===== src/rtl/memfill_pkg.sv =====
// Shared constants, access encodings and helpers for the memory fill engine.
// Assumes 32-bit registers and 32-bit memory words throughout.
package memfill_pkg;

    localparam int WORD_W      = 32;
    localparam int REGS_PER_CH = 4;

    // Register slot inside one channel group; order is decoded by the trigger
    localparam int SLOT_START = 0;
    localparam int SLOT_STOP  = 1;
    localparam int SLOT_SIZE  = 2;
    localparam int SLOT_VALUE = 3;

    typedef enum logic [1:0] {
        ACC_BYTE  = 2'd0,
        ACC_HALF  = 2'd1,
        ACC_WORD  = 2'd2,
        ACC_DWORD = 2'd3
    } acc_size_e;

    // Reverse byte order of a 32-bit word
    function automatic logic [WORD_W-1:0] swap_bytes(input logic [WORD_W-1:0] w);
        return {w[7:0], w[15:8], w[23:16], w[31:24]};
    endfunction

endpackage


===== src/rtl/memfill_regs.sv =====
// Register file for all fill channels: decodes word-only accesses, stores
// start/stop/size/value per channel, returns read data one clock later and
// raises a one-clock trigger when a channel's value slot is written.
// Assumes bus_addr is a byte address; low two bits must be zero.
module memfill_regs
    import memfill_pkg::*;
#(
    parameter int NUM_CH = 2,
    parameter int BUS_AW = 8
) (
    input  logic                          clk,
    input  logic                          rst_n,
    input  logic                          bus_valid,
    input  logic                          bus_write,
    input  logic [1:0]                    bus_size,
    input  logic [BUS_AW-1:0]             bus_addr,
    input  logic [WORD_W-1:0]             bus_wdata,
    output logic [WORD_W-1:0]             bus_rdata,
    output logic [NUM_CH-1:0][WORD_W-1:0] cfg_start,
    output logic [NUM_CH-1:0][WORD_W-1:0] cfg_stop,
    output logic [NUM_CH-1:0][WORD_W-1:0] cfg_value,
    output logic [NUM_CH-1:0]             trig
);

    localparam int NUM_REGS = NUM_CH * REGS_PER_CH;
    localparam int RIDX_W   = $clog2(NUM_REGS);
    localparam int IDX_W    = BUS_AW - 2;

    logic [WORD_W-1:0] regs_q [NUM_REGS];
    logic [IDX_W-1:0]  idx;
    logic [RIDX_W-1:0] ridx;
    logic              legal;
    logic              wr_ok;

    // Decode whether this access is a legal aligned word inside the block
    always_comb begin
        idx   = bus_addr[BUS_AW-1:2];
        ridx  = idx[RIDX_W-1:0];
        legal = (bus_size == ACC_WORD) && (bus_addr[1:0] == 2'b00) &&
                (int'(idx) < NUM_REGS);
        wr_ok = bus_valid && bus_write && legal;
    end

    // Store register writes
    always_ff @(posedge clk) begin
        if (!rst_n) begin
            for (int i = 0; i < NUM_REGS; i++) regs_q[i] <= '0;
        end else if (wr_ok) begin
            regs_q[ridx] <= bus_wdata;
        end
    end

    // Registered read port; illegal reads return zero
    always_ff @(posedge clk) begin
        if (!rst_n) begin
            bus_rdata <= '0;
        end else if (bus_valid && !bus_write) begin
            bus_rdata <= legal ? regs_q[ridx] : '0;
        end
    end

    // Per-channel views and value-slot trigger
    for (genvar c = 0; c < NUM_CH; c++) begin : g_ch
        assign cfg_start[c] = regs_q[c*REGS_PER_CH + SLOT_START];
        assign cfg_stop[c]  = regs_q[c*REGS_PER_CH + SLOT_STOP];
        assign cfg_value[c] = regs_q[c*REGS_PER_CH + SLOT_VALUE];
        assign trig[c]      = wr_ok && (ridx == RIDX_W'(c*REGS_PER_CH + SLOT_VALUE));
    end

    // Size slot is kept only for read-back
    logic unused_size;
    always_comb begin
        unused_size = 1'b0;
        for (int c = 0; c < NUM_CH; c++) unused_size = unused_size | (|regs_q[c*REGS_PER_CH + SLOT_SIZE]);
    end

    AST_IGNORED_WRITE_NO_TRIG: assert property (@(posedge clk) disable iff (!rst_n)
        (bus_valid && bus_write && bus_size != ACC_WORD) |-> (trig == '0));

endmodule


===== src/rtl/memfill_channel.sv =====
// One fill channel: on launch, latches the word range and byte-swapped pattern,
// steps one word per accepted handshake, and re-launches once if a value write
// arrived while busy. Assumes ack is only given while busy.
module memfill_channel
    import memfill_pkg::*;
#(
    parameter int AW = 32
) (
    input  logic              clk,
    input  logic              rst_n,
    input  logic              trig,
    input  logic [WORD_W-1:0] trig_value,
    input  logic [AW-1:0]     cfg_start,
    input  logic [AW-1:0]     cfg_stop,
    input  logic [WORD_W-1:0] cfg_value,
    input  logic              ack,
    output logic              req,
    output logic [AW-1:0]     addr,
    output logic [WORD_W-1:0] data,
    output logic              busy,
    output logic              done
);

    localparam int WA_W = AW - 2;

    logic [WA_W-1:0]   cur_w, end_w;
    logic [WORD_W-1:0] pattern;
    logic              busy_q, done_q, pending_q;
    logic              start_nz, trig_ok, last_ack, launch, range_ok;
    logic [WORD_W-1:0] launch_val;

    // Launch and completion decisions
    always_comb begin
        start_nz   = (cfg_start != '0);
        trig_ok    = trig && start_nz;
        last_ack   = busy_q && ack && ((cur_w + WA_W'(1)) == end_w);
        launch     = busy_q ? (last_ack && (pending_q || trig_ok)) : trig_ok;
        range_ok   = cfg_start[AW-1:2] < cfg_stop[AW-1:2];
        launch_val = trig ? trig_value : cfg_value;
    end

    // Fill sequencer state
    always_ff @(posedge clk) begin
        if (!rst_n) begin
            busy_q  <= 1'b0;
            done_q  <= 1'b0;
            cur_w   <= '0;
            end_w   <= '0;
            pattern <= '0;
        end else if (launch && start_nz && range_ok) begin
            busy_q  <= 1'b1;
            done_q  <= 1'b0;
            cur_w   <= cfg_start[AW-1:2];
            end_w   <= cfg_stop[AW-1:2];
            pattern <= swap_bytes(launch_val);
        end else if (launch || last_ack) begin
            busy_q  <= 1'b0;
            done_q  <= 1'b1;
        end else if (busy_q && ack) begin
            cur_w   <= cur_w + WA_W'(1);
        end
    end

    // Remember a value write that arrives mid-fill
    always_ff @(posedge clk) begin
        if (!rst_n || !busy_q || launch) pending_q <= 1'b0;
        else if (trig_ok)               pending_q <= 1'b1;
    end

    assign req  = busy_q;
    assign addr = {cur_w, 2'b00};
    assign data = pattern;
    assign busy = busy_q;
    assign done = done_q;

    logic unused_stop;
    assign unused_stop = |cfg_stop[1:0];

    AST_STEP_ONE_WORD: assert property (@(posedge clk) disable iff (!rst_n)
        (busy_q && ack && !last_ack) |=> busy_q && (cur_w == $past(cur_w) + WA_W'(1)));
    AST_HOLD_ON_STALL: assert property (@(posedge clk) disable iff (!rst_n)
        (busy_q && !ack) |=> busy_q && $stable(cur_w) && $stable(pattern));
    AST_ZERO_START_IDLE: assert property (@(posedge clk) disable iff (!rst_n)
        (trig && !start_nz && !busy_q) |=> !busy_q && (done_q == $past(done_q)));
    AST_DONE_CLEAR_ON_START: assert property (@(posedge clk) disable iff (!rst_n)
        $rose(busy_q) |-> !done_q);
    AST_ACK_ONLY_BUSY: assert property (@(posedge clk) disable iff (!rst_n)
        ack |-> busy_q);

endmodule


===== src/rtl/memfill_arb.sv =====
// Fixed-priority port sharer: lowest channel index wins, but a write that was
// presented and not accepted keeps its owner until it is taken.
// Assumes a requesting channel holds req until it gets its final ack.
module memfill_arb
    import memfill_pkg::*;
#(
    parameter int NUM_CH = 2,
    parameter int AW     = 32
) (
    input  logic                          clk,
    input  logic                          rst_n,
    input  logic [NUM_CH-1:0]             req,
    input  logic [NUM_CH-1:0][AW-1:0]     ch_addr,
    input  logic [NUM_CH-1:0][WORD_W-1:0] ch_data,
    input  logic                          mem_ready,
    output logic [NUM_CH-1:0]             ack,
    output logic                          mem_we,
    output logic [AW-1:0]                 mem_addr,
    output logic [WORD_W-1:0]             mem_wdata
);

    localparam int OW = (NUM_CH > 1) ? $clog2(NUM_CH) : 1;

    logic [OW-1:0] sel, owner_q;
    logic          locked_q;

    // Pick the owner: held owner while stalled, else lowest requesting index
    always_comb begin
        sel = '0;
        for (int c = NUM_CH - 1; c >= 0; c--) begin
            if (req[c]) sel = OW'(c);
        end
        if (locked_q) sel = owner_q;
    end

    // Lock the owner when its word is presented but not taken
    always_ff @(posedge clk) begin
        if (!rst_n) begin
            locked_q <= 1'b0;
            owner_q  <= '0;
        end else begin
            locked_q <= mem_we && !mem_ready;
            owner_q  <= sel;
        end
    end

    assign mem_we    = |req;
    assign mem_addr  = ch_addr[sel];
    assign mem_wdata = ch_data[sel];

    for (genvar c = 0; c < NUM_CH; c++) begin : g_ack
        assign ack[c] = mem_we && mem_ready && (sel == OW'(c));
    end

    AST_ONE_GRANT: assert property (@(posedge clk) disable iff (!rst_n)
        $onehot0(ack));
    AST_LOW_INDEX_FIRST: assert property (@(posedge clk) disable iff (!rst_n)
        (!locked_q && req[0]) |-> (ack[0] == mem_ready));
    AST_STALL_STABLE: assert property (@(posedge clk) disable iff (!rst_n)
        (mem_we && !mem_ready) |=> mem_we && $stable(mem_addr) && $stable(mem_wdata));

endmodule


===== src/rtl/memfill_engine.sv =====
// Top of the memory fill engine: register file, one sequencer per channel and
// a shared fixed-priority memory write port.
// Assumes the memory accepts a word on any clock where mem_we and mem_ready are high.
module memfill_engine
    import memfill_pkg::*;
#(
    parameter int NUM_CH = 2,
    parameter int BUS_AW = 8
) (
    input  logic              clk,
    input  logic              rst_n,
    input  logic              bus_valid,
    input  logic              bus_write,
    input  logic [1:0]        bus_size,
    input  logic [BUS_AW-1:0] bus_addr,
    input  logic [31:0]       bus_wdata,
    output logic [31:0]       bus_rdata,
    output logic              mem_we,
    output logic [31:0]       mem_addr,
    output logic [31:0]       mem_wdata,
    input  logic              mem_ready,
    output logic [NUM_CH-1:0] fill_busy,
    output logic [NUM_CH-1:0] fill_done
);

    localparam int AW = 32;

    logic [NUM_CH-1:0][AW-1:0]     cfg_start, cfg_stop, ch_addr;
    logic [NUM_CH-1:0][WORD_W-1:0] cfg_value, ch_data;
    logic [NUM_CH-1:0]             trig, req, ack;

    memfill_regs #(.NUM_CH(NUM_CH), .BUS_AW(BUS_AW)) u_regs (
        .clk       (clk),
        .rst_n     (rst_n),
        .bus_valid (bus_valid),
        .bus_write (bus_write),
        .bus_size  (bus_size),
        .bus_addr  (bus_addr),
        .bus_wdata (bus_wdata),
        .bus_rdata (bus_rdata),
        .cfg_start (cfg_start),
        .cfg_stop  (cfg_stop),
        .cfg_value (cfg_value),
        .trig      (trig)
    );

    for (genvar c = 0; c < NUM_CH; c++) begin : g_chan
        memfill_channel #(.AW(AW)) u_chan (
            .clk        (clk),
            .rst_n      (rst_n),
            .trig       (trig[c]),
            .trig_value (bus_wdata),
            .cfg_start  (cfg_start[c]),
            .cfg_stop   (cfg_stop[c]),
            .cfg_value  (cfg_value[c]),
            .ack        (ack[c]),
            .req        (req[c]),
            .addr       (ch_addr[c]),
            .data       (ch_data[c]),
            .busy       (fill_busy[c]),
            .done       (fill_done[c])
        );
    end

    memfill_arb #(.NUM_CH(NUM_CH), .AW(AW)) u_arb (
        .clk       (clk),
        .rst_n     (rst_n),
        .req       (req),
        .ch_addr   (ch_addr),
        .ch_data   (ch_data),
        .mem_ready (mem_ready),
        .ack       (ack),
        .mem_we    (mem_we),
        .mem_addr  (mem_addr),
        .mem_wdata (mem_wdata)
    );

    AST_NO_WRITE_WHEN_IDLE: assert property (@(posedge clk) disable iff (!rst_n)
        mem_we |-> (fill_busy != '0));
    AST_LAUNCH_STARTS_WRITE: assert property (@(posedge clk) disable iff (!rst_n)
        $rose(fill_busy[0]) |-> mem_we);

endmodule


===== config.mk =====
export PLATFORM = sky130hd
export DESIGN_NAME = memfill_engine
export DESIGN_NICKNAME = d
export VERILOG_FILES = /design/src/rtl/memfill_pkg.sv /design/src/rtl/memfill_regs.sv /design/src/rtl/memfill_channel.sv /design/src/rtl/memfill_arb.sv /design/src/rtl/memfill_engine.sv
export SDC_FILE = /design/constraint.sdc
export NUM_CORES = 1
export LEC_CHECK = 0
export BUFFER_PORTS_ARGS = -buffer_cell sky130_fd_sc_hd__buf_2
export CAP_MARGIN = 20
export CELL_PAD_IN_SITES_DETAIL_PLACEMENT = 2
export CELL_PAD_IN_SITES_GLOBAL_PLACEMENT = 2
export CORE_ASPECT_RATIO = 1.5
export CORE_MARGIN = 2
export CORE_UTILIZATION = 30
export DETAILED_ROUTE_END_ITERATION = 10
export GPL_TIMING_DRIVEN = 0
export PLACE_DENSITY = 0.66
export SYNTH_ARGS = -nofsm -noshare
export SYNTH_HDL_FRONTEND = slang
export SYNTH_SLANG_ARGS = --single-unit

===== constraint.sdc =====
create_clock -name clk -period 7 [get_ports clk]
set_input_delay 1.4 -clock clk [delete_from_list [all_inputs] [get_ports clk]]
set_output_delay 1.4 -clock clk [all_outputs]
set_load 0.05 [all_outputs]

==> metrics.csv <==
stage,metric,value,unit
run_status,status,completed,
synth,synth.most_common_cell,sky130_fd_sc_hd__nand2_1,
die,die_outline_width,245.4,um
grt,grt_pass1_vias,23178,
sta,setup_viol_count_final,0,
synth,synthDominantAreaCellType,sky130_fd_sc_hd__edfxtp_1,
synth,synth.ff_latch_count,480,
sta,timing.final.hold_violations,0,
detailed_routing,route.vias.total,21113,
clocking,cts.clk_slew.worst_paths,0.06,ns
synth,dominantRegCellSynth,sky130_fd_sc_hd__edfxtp_1,
grt,grt_start_max_net_pins,33,
sta,timing_max_transition_violations_final,0,
sta,max_slew.worst_pin.slew,1.228,ns
place,place.detailed.hpwl,93640,um
pwr,p_switching,1.613,mW
cells_and_area,final_cell_area,0.03030,mm^2
pwr,power.static_leakage,11.80,nW
detailed_routing,drt-wirelength-per-cell,29.68,um
synth,synth_warnings,0,
run,timing.max_cap.violations,0,
die,dieArea,0.08987,mm^2
sta,setup_repair_after_global_routing_missed_its_margin,false,
synth,synth_top_cell_area_share,29.31,%
synth,synth_async_sr_flop_share,0,%
cells_and_area,drive_gt1_share,17.69,%
synth,yosys-top-cells-count,"sky130_fd_sc_hd__nand2_1 (309), sky130_fd_sc_hd__and2_1 (262), sky130_fd_sc_hd__edfxtp_1 (256)",
synth,synth.distinct_cells,83,
die,fp-row-count,132,
detailed_routing,post_route_antenna_net_violation_count,0,
grt,grt_usage,25.68,%
synth,syn-cell-area,0.02623,mm^2
cells_and_area,ff_latch_area,0.01217,mm^2
pwr,sequentialPowerShare,49.3,%
clocking,holdBufCountCts,0,
critical_path,worstPathRequired,5.60,ns
pwr,total_power,6.368,mW
die,floorplan.initialDensity,30.31,%
pwr,ir_drop,0.1730,mV
synth,top_area_cells_in_the_synthesized_netlist,"sky130_fd_sc_hd__edfxtp_1 (29%), sky130_fd_sc_hd__dfxtp_1 (17%), sky130_fd_sc_hd__and2_1 (6.2%)",
clocking,worstSkewPairLatency,0.63,ns
grt,first_pass_grt_wire_length,167800,um
synth,netlist_instances,2533,
place,finalWeightedCongestion,0.9005,
cells_and_area,layout.filler_cells,9420,
die,num_io_pins,148,
synth,synth-edff-count,256,
sta,final_period_minus_worst_setup_slack,5.228,ns
synth,postSynthAreaPerCell,10.36,um^2
cells_and_area,multiInputGateArea,0.01303,mm^2
critical_path,worstSetupStartpointType,flip-flop,
place,placedInstanceArea,0.02860,mm^2
clocking,cts_max_path_buffers,3,
detailed_routing,wirelength,116400,um
clocking,clockRootBuffer,sky130_fd_sc_hd__clkbuf_16,
critical_path,timing.critical_path.fanout_max,10,
detailed_routing,drt-vias-per-instance,5.385,
critical_path,path_class,reg -> out,
critical_path,reg2reg_slack,2.42,ns
clocking,maximum_level_of_the_cts_h_tree,2,
critical_path,endpoint_kind,output port,
pwr,power_per_cell_area,210.1,mW/mm^2
die,chipHeight,366.2,um
clocking,post_cts_resize_count,0,
cells_and_area,final-instance-count-excl-fill,3921,
place,place_inst,3825,
pwr,combPwrFrac,6.9,%
pwr,p_sw_share,25.33,%
die,core_area,0.08654,mm^2
clocking,cts-buffers-inserted,50,
detailed_routing,drcViolationCount,0,
detailed_routing,drtPass1Iterations,5,
sta,slew_headroom,18.12,%
pwr,p_int,4.755,mW
place,place.port_buffers,144,
synth,synth_seq_area_share,46.40,%
cells_and_area,finish.net_count,2848,
critical_path,worst_ep_arrival_time,3.83,ns
sta,fmax,0.1913,GHz
grt,antenna_found_initial,2,
pwr,share_clk_of_total_power,43.8,%
min_path,holdCritPathClass,reg -> reg,
clocking,cts_num_sinks,480,
clocking,cts_tree,yes,
sta,fin_worst_skew,0.02382,ns
sta,layout_worst_path_cycle_share,74.68,%
detailed_routing,detailedRoute.firstIterationViolations,1298,
grt,grt-ovfl-total,0,
clocking,post-cts-setup-buffers,0,
cells_and_area,syn_to_final_growth,15.53,%
## state kept, by name, summed over array words and instances, names as in the netlist, 2 cells and up
signal,cells
u_regs.bus_rdata,32
g_chan.u_chan.cur_w,60
g_chan.u_chan.end_w,60
g_chan.u_chan.busy,2
g_chan.u_chan.data,64
g_chan.u_chan.pending_q,2
u_regs.regs_q,256
g_chan.u_chan.done,2
## routing by layer
layer / up-vias / global-route usage [%] / part of all wire (%) / routed length, um
met5: - / 0 / 0 / 0
met4: 0 / 11.76 / 5.1 / 5909
met3: 202 / 2.813 / 3.9 / 4550
met2: 581 / 46.94 / 52 / 60310
met1: 10869 / 29.73 / 39 / 45580
li1: 9461 / - / - / -
## metrics by stage
stage	hold slack, ns	TNS [ns]	worst slack, ns	utilization [%]
after floorplan	0.4273	0	1.682	-
after global placement	0.4328	-78.79	-0.8544	32.79
after detailed placement	0.4533	0	1.290	33.05
after CTS	0.4613	0	1.746	34.96
after global routing	0.4789	0	1.634	35.01
final	0.4570	0	1.772	35.02
## critical path, stage by stage, from the launching register on
cell	delay, ns
sky130_fd_sc_hd__dfxtp_1	0.59
sky130_fd_sc_hd__nor2_1	0.12
sky130_fd_sc_hd__a21oi_1	0.28
sky130_fd_sc_hd__clkbuf_1	0.80
sky130_fd_sc_hd__clkbuf_1	0.75
sky130_fd_sc_hd__mux2_2	0.42
sky130_fd_sc_hd__buf_2	0.22
## cell families (layout without fill, tap and decap cells)
family / count (synthesis) / count (layout) / share of synthesized area [%]
AOI/OAI and AO/OA: 376 / 376 / 8.972
xor gates and xnor gates: 120 / 120 / 4.007
adders and majority gates: 60 / 60 / 2.862
buffers and inverters: 262 / 509 / 4.183
DFF: 480 / 480 / 46.40
muxes: 253 / 253 / 13.15
other: 1 / 3 / 0.01430
and+or+nand+nor: 981 / 981 / 20.41
## cell type report
class | instances | area share (%)
Antenna cell | 1 | 0.008258
Multi-Input combinational cell | 1792 | 42.99
Tap cell | 1139 | 4.703
Sequential cell | 480 | 40.17
Clock buffer | 70 | 4.773
Buffer | 191 | 2.742
Clock inverter | 22 | 0.6936
Inverter | 71 | 0.8794
Timing Repair Buffer | 155 | 3.047
## power groups by stage
stage	sequential, mW	clock (mW)	combinational [mW]
after floorplan	3.13	0	0.232
after global placement	3.20	0	0.407
after detailed placement	3.20	0	0.437
after CTS	3.13	2.83	0.440
after global routing	3.14	2.93	0.467
final	3.14	2.79	0.441
## worst paths after layout
check,from,end,depth (start not counted)
max,g_chan[0].u_chan.busy$_SDFFE_PN0P_,mem_addr[4],6
min reg2reg,g_chan[0].u_chan.data[0]$_SDFFE_PN0P_,g_chan[0].u_chan.data[0]$_SDFFE_PN0P_,2
max reg2reg,g_chan[0].u_chan.cur_w[15]$_SDFFE_PN0P_,g_chan[0].u_chan.data[26]$_SDFFE_PN0P_,11
min,g_chan[0].u_chan.data[0]$_SDFFE_PN0P_,g_chan[0].u_chan.data[0]$_SDFFE_PN0P_,2
## cell usage in the layout, fill, tap and decap left out, drive strengths merged, types with 81 or more instances in the layout
cell and instances:
nand2 310, a21oi 86, o21ai 133, buf 225, mux2 92, edfxtp 256, dfxtp 224, mux2i 97
clkbuf 191, and2 262, xnor2 81
No activity file was read; power rests on OpenSTA's default activity.
